--- src/rtl/csrh_pkg.sv ---
package csrh_pkg;

  // An address selects a bank register only below the bank size.
  function automatic logic in_bank(input int addr, input int num_regs);
    return addr < num_regs;
  endfunction

  // Circular increment over 0 .. limit-1.
  function automatic int wrap_inc(input int value, input int limit);
    return (value + 1 >= limit) ? 0 : value + 1;
  endfunction

endpackage

--- src/rtl/csrh_tag_fifo.sv ---
module csrh_tag_fifo #(
  parameter int WIDTH = 7,
  parameter int DEPTH = 2
) (
  input  logic             clk,
  input  logic             rst_n,
  input  logic             push,
  input  logic [WIDTH-1:0] push_data,
  input  logic             pop,
  output logic [WIDTH-1:0] head,
  output logic             empty,
  output logic             full
);
  localparam int PTR_W = (DEPTH > 1) ? $clog2(DEPTH) : 1;
  localparam int CNT_W = $clog2(DEPTH + 1);

  logic [DEPTH-1:0][WIDTH-1:0] slots;
  logic [PTR_W-1:0] wr_ptr, rd_ptr;
  logic [CNT_W-1:0] count;
  logic do_push, do_pop;

  assign empty   = (count == '0);
  assign full    = (count == CNT_W'(DEPTH));
  assign do_push = push && !full;
  assign do_pop  = pop && !empty;
  assign head    = slots[rd_ptr];

  always_ff @(posedge clk) begin
    if (!rst_n) begin
      slots  <= '0;
      wr_ptr <= '0;
      rd_ptr <= '0;
      count  <= '0;
    end else begin
      if (do_push) begin
        slots[wr_ptr] <= push_data;
        wr_ptr <= PTR_W'(csrh_pkg::wrap_inc(int'(wr_ptr), DEPTH));
      end
      if (do_pop)
        rd_ptr <= PTR_W'(csrh_pkg::wrap_inc(int'(rd_ptr), DEPTH));
      if (do_push && !do_pop)
        count <= count + 1'b1;
      else if (do_pop && !do_push)
        count <= count - 1'b1;
    end
  end

  // a tag is never offered to a full FIFO
  assert_no_overflow_R2: assert property (@(posedge clk) disable iff (!rst_n)
    push |-> !full);

  // a recorded tag is visible at the head the next cycle
  assert_tag_recorded_R2: assert property (@(posedge clk) disable iff (!rst_n)
    (push && !pop) |=> !empty);

endmodule

--- src/rtl/csrh_reg_bank.sv ---
module csrh_reg_bank #(
  parameter int DATA_W   = 32,
  parameter int ADDR_W   = 4,
  parameter int NUM_REGS = 8
) (
  input  logic              clk,
  input  logic              rst_n,
  input  logic              wr_en,
  input  logic [ADDR_W-1:0] wr_addr,
  input  logic [DATA_W-1:0] wr_data,
  input  logic [ADDR_W-1:0] rd_addr,
  output logic [DATA_W-1:0] rd_data
);
  localparam int IDX_W = (NUM_REGS > 1) ? $clog2(NUM_REGS) : 1;

  logic [NUM_REGS-1:0][DATA_W-1:0] regs;
  logic wr_mapped;

  assign wr_mapped = csrh_pkg::in_bank(int'(wr_addr), NUM_REGS);

  always_ff @(posedge clk) begin
    if (!rst_n) begin
      regs <= '0;
    end else begin
      for (int i = 0; i < NUM_REGS; i++)
        if (wr_en && wr_addr == ADDR_W'(i))
          regs[i] <= wr_data;
    end
  end

  always_comb begin
    rd_data = '0;
    if (csrh_pkg::in_bank(int'(rd_addr), NUM_REGS))
      rd_data = regs[IDX_W'(rd_addr)];
  end

  // a write to an unmapped address leaves the whole bank untouched
  assert_ignore_unmapped_R7: assert property (@(posedge clk) disable iff (!rst_n)
    (wr_en && !wr_mapped) |=> $stable(regs));

  // a mapped write lands its data
  assert_write_lands_R3: assert property (@(posedge clk) disable iff (!rst_n)
    (wr_en && wr_mapped && rd_addr == wr_addr) |=> (regs[IDX_W'($past(wr_addr))] == $past(wr_data)));

endmodule

--- src/rtl/csrh_push_slot.sv ---
module csrh_push_slot #(
  parameter int BUBBLE_AFTER = 8
) (
  input  logic clk,
  input  logic rst_n,
  input  logic pending,
  input  logic mem_wr,
  output logic slot_take,
  output logic bubble_req
);
  localparam int CNT_W = $clog2(BUBBLE_AFTER + 1);

  logic [CNT_W-1:0] stall_cnt;
  logic stalled;

  assign stalled    = pending && mem_wr;
  assign slot_take  = pending && !mem_wr;
  assign bubble_req = pending && (stall_cnt >= CNT_W'(BUBBLE_AFTER));

  always_ff @(posedge clk) begin
    if (!rst_n)
      stall_cnt <= '0;
    else if (!pending)
      stall_cnt <= '0;
    else if (stalled && stall_cnt < CNT_W'(BUBBLE_AFTER))
      stall_cnt <= stall_cnt + 1'b1;
  end

  // once raised, the bubble request holds while memory keeps the slot
  assert_bubble_hold_R6: assert property (@(posedge clk) disable iff (!rst_n)
    (bubble_req && mem_wr) |=> bubble_req);

  // the request rises only after a stalled cycle
  assert_bubble_cause_R6: assert property (@(posedge clk) disable iff (!rst_n)
    $rose(bubble_req) |-> $past(stalled));

  // taking the slot ends the wait, so the request drops
  assert_take_ends_R5: assert property (@(posedge clk) disable iff (!rst_n)
    slot_take |=> !bubble_req);

endmodule

--- src/rtl/csr_cmd_handler.sv ---
module csr_cmd_handler #(
  parameter int DATA_W       = 32,
  parameter int ADDR_W       = 4,
  parameter int NUM_REGS     = 8,
  parameter int PID_W        = 8,
  parameter int TAG_W        = 3,
  parameter int PP_DEPTH     = 2,
  parameter int BUBBLE_AFTER = 8
) (
  input  logic              clk,
  input  logic              rst_n,
  input  logic              cmd_valid,
  input  logic              cmd_write,
  input  logic [ADDR_W-1:0] cmd_addr,
  input  logic [PID_W-1:0]  cmd_pull_id,
  output logic              cmd_accept,
  output logic              pull_id_valid,
  output logic [PID_W-1:0]  pull_id,
  output logic [TAG_W-1:0]  pull_tag,
  input  logic              pull_dv,
  input  logic [TAG_W-1:0]  pull_dv_tag,
  input  logic [DATA_W-1:0] pull_data,
  input  logic              mem_wr,
  output logic              bubble_req,
  output logic              push_csr_valid,
  output logic [DATA_W-1:0] push_csr_data
);
  localparam int ENTRY_W = TAG_W + ADDR_W;

  // occupancy register
  logic              busy_q;
  logic              is_wr_q;
  logic [ADDR_W-1:0] addr_q;
  logic [TAG_W-1:0]  tag_q;

  // named internal events
  logic wr_accept, rd_accept, rd_pending, pull_hit, slot_take;
  logic [ENTRY_W-1:0] pp_head;
  logic pp_empty, pp_full;
  logic [TAG_W-1:0]  head_tag;
  logic [ADDR_W-1:0] head_addr;
  logic [DATA_W-1:0] bank_rd;

  assign cmd_accept = cmd_valid && !busy_q;
  assign wr_accept  = cmd_accept && cmd_write;
  assign rd_accept  = cmd_accept && !cmd_write;
  assign rd_pending = busy_q && !is_wr_q;

  assign pull_id_valid = wr_accept;
  assign pull_id       = cmd_pull_id;
  assign pull_tag      = tag_q;

  assign head_tag  = pp_head[ENTRY_W-1 -: TAG_W];
  assign head_addr = pp_head[ADDR_W-1:0];
  assign pull_hit  = pull_dv && !pp_empty && (pull_dv_tag == head_tag);

  csrh_tag_fifo #(.WIDTH(ENTRY_W), .DEPTH(PP_DEPTH)) u_pp_fifo (
    .clk       (clk),
    .rst_n     (rst_n),
    .push      (wr_accept),
    .push_data ({tag_q, cmd_addr}),
    .pop       (pull_hit),
    .head      (pp_head),
    .empty     (pp_empty),
    .full      (pp_full)
  );

  csrh_reg_bank #(.DATA_W(DATA_W), .ADDR_W(ADDR_W), .NUM_REGS(NUM_REGS)) u_bank (
    .clk     (clk),
    .rst_n   (rst_n),
    .wr_en   (pull_hit),
    .wr_addr (head_addr),
    .wr_data (pull_data),
    .rd_addr (addr_q),
    .rd_data (bank_rd)
  );

  csrh_push_slot #(.BUBBLE_AFTER(BUBBLE_AFTER)) u_slot (
    .clk        (clk),
    .rst_n      (rst_n),
    .pending    (rd_pending),
    .mem_wr     (mem_wr),
    .slot_take  (slot_take),
    .bubble_req (bubble_req)
  );

  assign push_csr_valid = slot_take;
  assign push_csr_data  = bank_rd;

  always_ff @(posedge clk) begin
    if (!rst_n) begin
      busy_q  <= 1'b0;
      is_wr_q <= 1'b0;
      addr_q  <= '0;
      tag_q   <= '0;
    end else begin
      if (cmd_accept) begin
        busy_q  <= 1'b1;
        is_wr_q <= cmd_write;
        addr_q  <= cmd_addr;
      end else if (pull_hit || slot_take) begin
        busy_q  <= 1'b0;
      end
      if (wr_accept)
        tag_q <= TAG_W'(csrh_pkg::wrap_inc(int'(tag_q), 1 << TAG_W));
    end
  end

  // an accepted command occupies the register next cycle
  assert_accept_fills_R1: assert property (@(posedge clk) disable iff (!rst_n)
    cmd_accept |=> busy_q);

  // nothing is taken from the inlet while occupied
  assert_hold_inlet_R1: assert property (@(posedge clk) disable iff (!rst_n)
    (busy_q && !pull_hit && !slot_take) |=> !cmd_accept);

  // matching pull data frees the register
  assert_pull_frees_R3: assert property (@(posedge clk) disable iff (!rst_n)
    pull_hit |=> !busy_q);

  // a pull request always leaves an entry behind
  assert_pull_tracked_R2: assert property (@(posedge clk) disable iff (!rst_n)
    pull_id_valid |=> !pp_empty);

  // inserting read data frees the register
  assert_push_frees_R8: assert property (@(posedge clk) disable iff (!rst_n)
    push_csr_valid |=> !busy_q);

  // read data never collides with memory data
  assert_no_collision_R5: assert property (@(posedge clk) disable iff (!rst_n)
    push_csr_valid |-> (!mem_wr && busy_q));

endmodule

--- config.mk ---
export PLATFORM = sky130hd
export DESIGN_NAME = csr_cmd_handler
export DESIGN_NICKNAME = d
export VERILOG_FILES = /design/src/rtl/csrh_pkg.sv /design/src/rtl/csrh_tag_fifo.sv /design/src/rtl/csrh_reg_bank.sv /design/src/rtl/csrh_push_slot.sv /design/src/rtl/csr_cmd_handler.sv
export SDC_FILE = /design/constraint.sdc
export NUM_CORES = 1
export LEC_CHECK = 0
export BUFFER_PORTS_ARGS = -buffer_cell sky130_fd_sc_hd__buf_2
export CORE_ASPECT_RATIO = 2
export CORE_MARGIN = 4
export CORE_UTILIZATION = 60
export DETAILED_ROUTE_END_ITERATION = 16
export PLACE_DENSITY = 0.8
export SYNTH_ARGS = -nofsm -noshare
export SYNTH_HDL_FRONTEND = slang
export SYNTH_SLANG_ARGS = --single-unit
--- constraint.sdc ---
create_clock -name clk -period 2.8 [get_ports clk]
set_input_delay 0.56 -clock clk [delete_from_list [all_inputs] [get_ports clk]]
set_output_delay 0.56 -clock clk [all_outputs]
set_load 0.005 [all_outputs]
==> flow_summary.toml <==
[clock_network]
cts_buffers = 25
cts_tree = "built"
cts_root_buf = "clkbuf_16"
clock_path_buffers = 3
clkSinkCount = 287
clock_latency_ns = 0.53
clkTransAtPathRegs_ns = 0.07
h-tree-depth = 1
ctsHoldBuffers = 0

[layout]
nets = 1308
layout_commonest_cell = "nand2_1"
drive_gt1_frac = 0.2008
antennaDiodeCount = 0
area_growth_pct = 14.41
final_area_sq_mm = 0.01463
final_cell_mix = "nand2_1 (306), mux2i_1 (298), dfxtp_1 (284)"

[worst_setup_path]
cp-startpoint = "addr_q[0]"
cp.required_ns = 2.24
critPathCaptureType = "primary output"
reg2reg_slack_ns = 0.23
arrival_ns = 2.18
cp_max_fo = 8
rr_endpoint = "u_pp_fifo.count[1]"
startpoint_type = "flop"
rr_worst_depth = 7
worstReg2RegStart = "u_pp_fifo.rd_ptr"
worstSetupPathType = "reg -> out"

[yosys]
ys_ff_latch = 287
syn-num-nets = 1248
synth_top_area_cell = "dfxtp_1"
yosys.area.top_type_share = 0.4492
syn_area_per_cell_sq_um = 10.74
netlist_area_sq_mm = 0.01279
synth_area_leaders = "dfxtp_1 (45%), mux2i_1 (24%), mux4_2 (11%)"
synth_cell_types = 46
syn_inst = 1191
yosysSeqAreaShare = 0.4492
yosysWarnings = 0

[routing]
routed_wl_mm = 30.02
drtAntennaViolNets = 0
drtIter0Drc = 458
first_pass_iters = 6
remaining_drc_errors = 0
viasPerCell = 5.858
avgRoutedWirePerCell_um = 19.51
vias = 9016

[floorplan]
pin_count = 100
initial_utilization = 0.6085
core_sq_mm = 0.02102
die_area_sq_mm = 0.02386
core.rowCount = 75
die_x_um = 111.2
die_h_um = 214.5

[power_and_ir_drop]
p_leak_uw = 0.006302
power_density_mw_per_mm2 = 575.1
peakVddDrop_mv = 0.6562

[sta]
max_freq_mhz = 364.7
hold_ws_ns = 0.3158
drv_slew = 0
finalHoldViolations = 0
rsz0062_at_grt = "true"
finalSetupViolations = 0
fin_skew_ns = 0.01098
relSlewSlack = 0.4526
fin_crit_sh = 0.9793
tightest_slew_ns = 0.8125
period_needed_ns = 2.742

[global_routing]
globalRouteOverflowTotal = 0
grt_util_all_layers = 0.2419
first_global_vias = 9686
grt_pass1_wl_mm = 47.69
antenna_found_initial = 0
grt_max_degree = 66

[placement]
place_area_sq_mm = 0.01358
port_buffers = 83
gp_congestion = 0.8208
dp_hpwl_mm = 18.41

[outcome]
status = "finished, final reports clean"

[min_path]
min_to = "addr_q[2]"
min_path_type = "in -> reg"
holdPathStages = 3
hp-start = "cmd_addr[2]"

[run]
drv_cap = 0
sequential cells by signal, summed over array words and instances, names as in the netlist:
register          count
u_bank.regs         256
u_pp_fifo.slots      14
addr_q                4
u_slot.stall_cnt      4
pull_tag              3
u_pp_fifo.count       2
busy_q                1
is_wr_q               1
u_pp_fifo.rd_ptr      1
u_pp_fifo.wr_ptr      1
layer usage:
metal | vias to the layer above | GRT usage | share of wire
met4 | 0 | 0.1125 | 0.038
met5 | - | 0 | 0
met1 | 4479 | 0.2715 | 0.39
li1 | 4258 | - | -
met3 | 67 | 0.02881 | 0.034
met2 | 212 | 0.4492 | 0.53
Yosys cell counts (all sizes together):
master   number
or3           1
or4           1
buf          45
xor2          5
nor4          5
nor2         37
nand3b        2
or4b          1
nand4bb       1
clkbuf       49
dfxtp       287
inv           5
xnor2         6
o211ai        4
nand3         7
a211oi        4
nand2b        3
o21a          2
nor4b         2
and2          4
nand2       306
a21oi         3
mux4         64
ha            4
nor3b         2
or4bb         1
a21boi       10
and3b         1
mux2          1
nand4         4
nand4b        1
a41oi         1
nor4bb        1
o31ai         1
o21ai         4
nor2b        13
mux2i       303
logic make-up (layout without fill, tap and decap cells):
logic type      count (synthesis)  count (layout)  synth area share
xor+xnor                       11              11          0.008120
simple gates                  393             393            0.1309
compound gates                 29              29           0.01653
buf+inv                        99             178           0.04001
mux                           368             368            0.3513
fa+ha+maj                       4               4          0.003913
flops                         287             287            0.4492
worst max-delay path, stage by stage (launching register included):
cell and delay (ns):
dfxtp_4 0.42, buf_12 0.12, buf_16 0.14, mux4_2 0.52, mux2i_2 0.24, nor2_1 0.06
buf_2 0.15
worst max-delay path by stage:
stage                         endpoint  slack [ns]  cells after the start
finish               push_csr_data[17]        0.06                      6
global route         push_csr_data[27]       -0.02                      5
CTS                  push_csr_data[21]        0.01                      5
detailed placement     u_bank.regs[60]        0.25                      6
global placement    u_pp_fifo.count[1]        0.31                      7
floorplan           u_pp_fifo.count[1]        0.47                      8
power by group:
| part | internal (uW) | switching, uW | total, uW |
|---|---|---|---|
| Sequential | 4110 | 40.0 | 4150 |
| Clock | 2200 | 1530 | 3730 |
| Combinational | 222 | 322 | 544 |
layout make-up:
type / count / area, sq um
clock inverter: 14 / 183.9
multi-input combinational: 805 / 6589
sequential: 287 / 5752
timing repair buffer: 127 / 1031
fill: 1542 / 6387
clock buffer: 32 / 721.9
inverter: 5 / 18.77
tap: 269 / 336.6
metrics by stage:
stage | setup slack (ns) | util | cells | setup TNS [ns] | power [uW]
2_1_floorplan | 0.4671 | - | 1191 | 0 | 4567
3_3_place_gp | 0.3096 | 0.6461 | 1489 | 0 | 4746
3_5_place_dp | 0.2516 | 0.6461 | 1489 | 0 | 4751
4_1_cts | 0.01195 | 0.6902 | 1535 | 0 | 8436
5_1_grt | -0.02249 | 0.6961 | 1539 | -0.08633 | 8670
6_report | 0.05785 | 0.6961 | 1539 | 0 | 8416
timing repair:
item,in CTS,in global routing
buffers inserted,0,2
gates cloned,0,2
resized for setup,5,6
setup endpoints to repair,3,5
No activity file was read; power rests on OpenSTA's default activity.
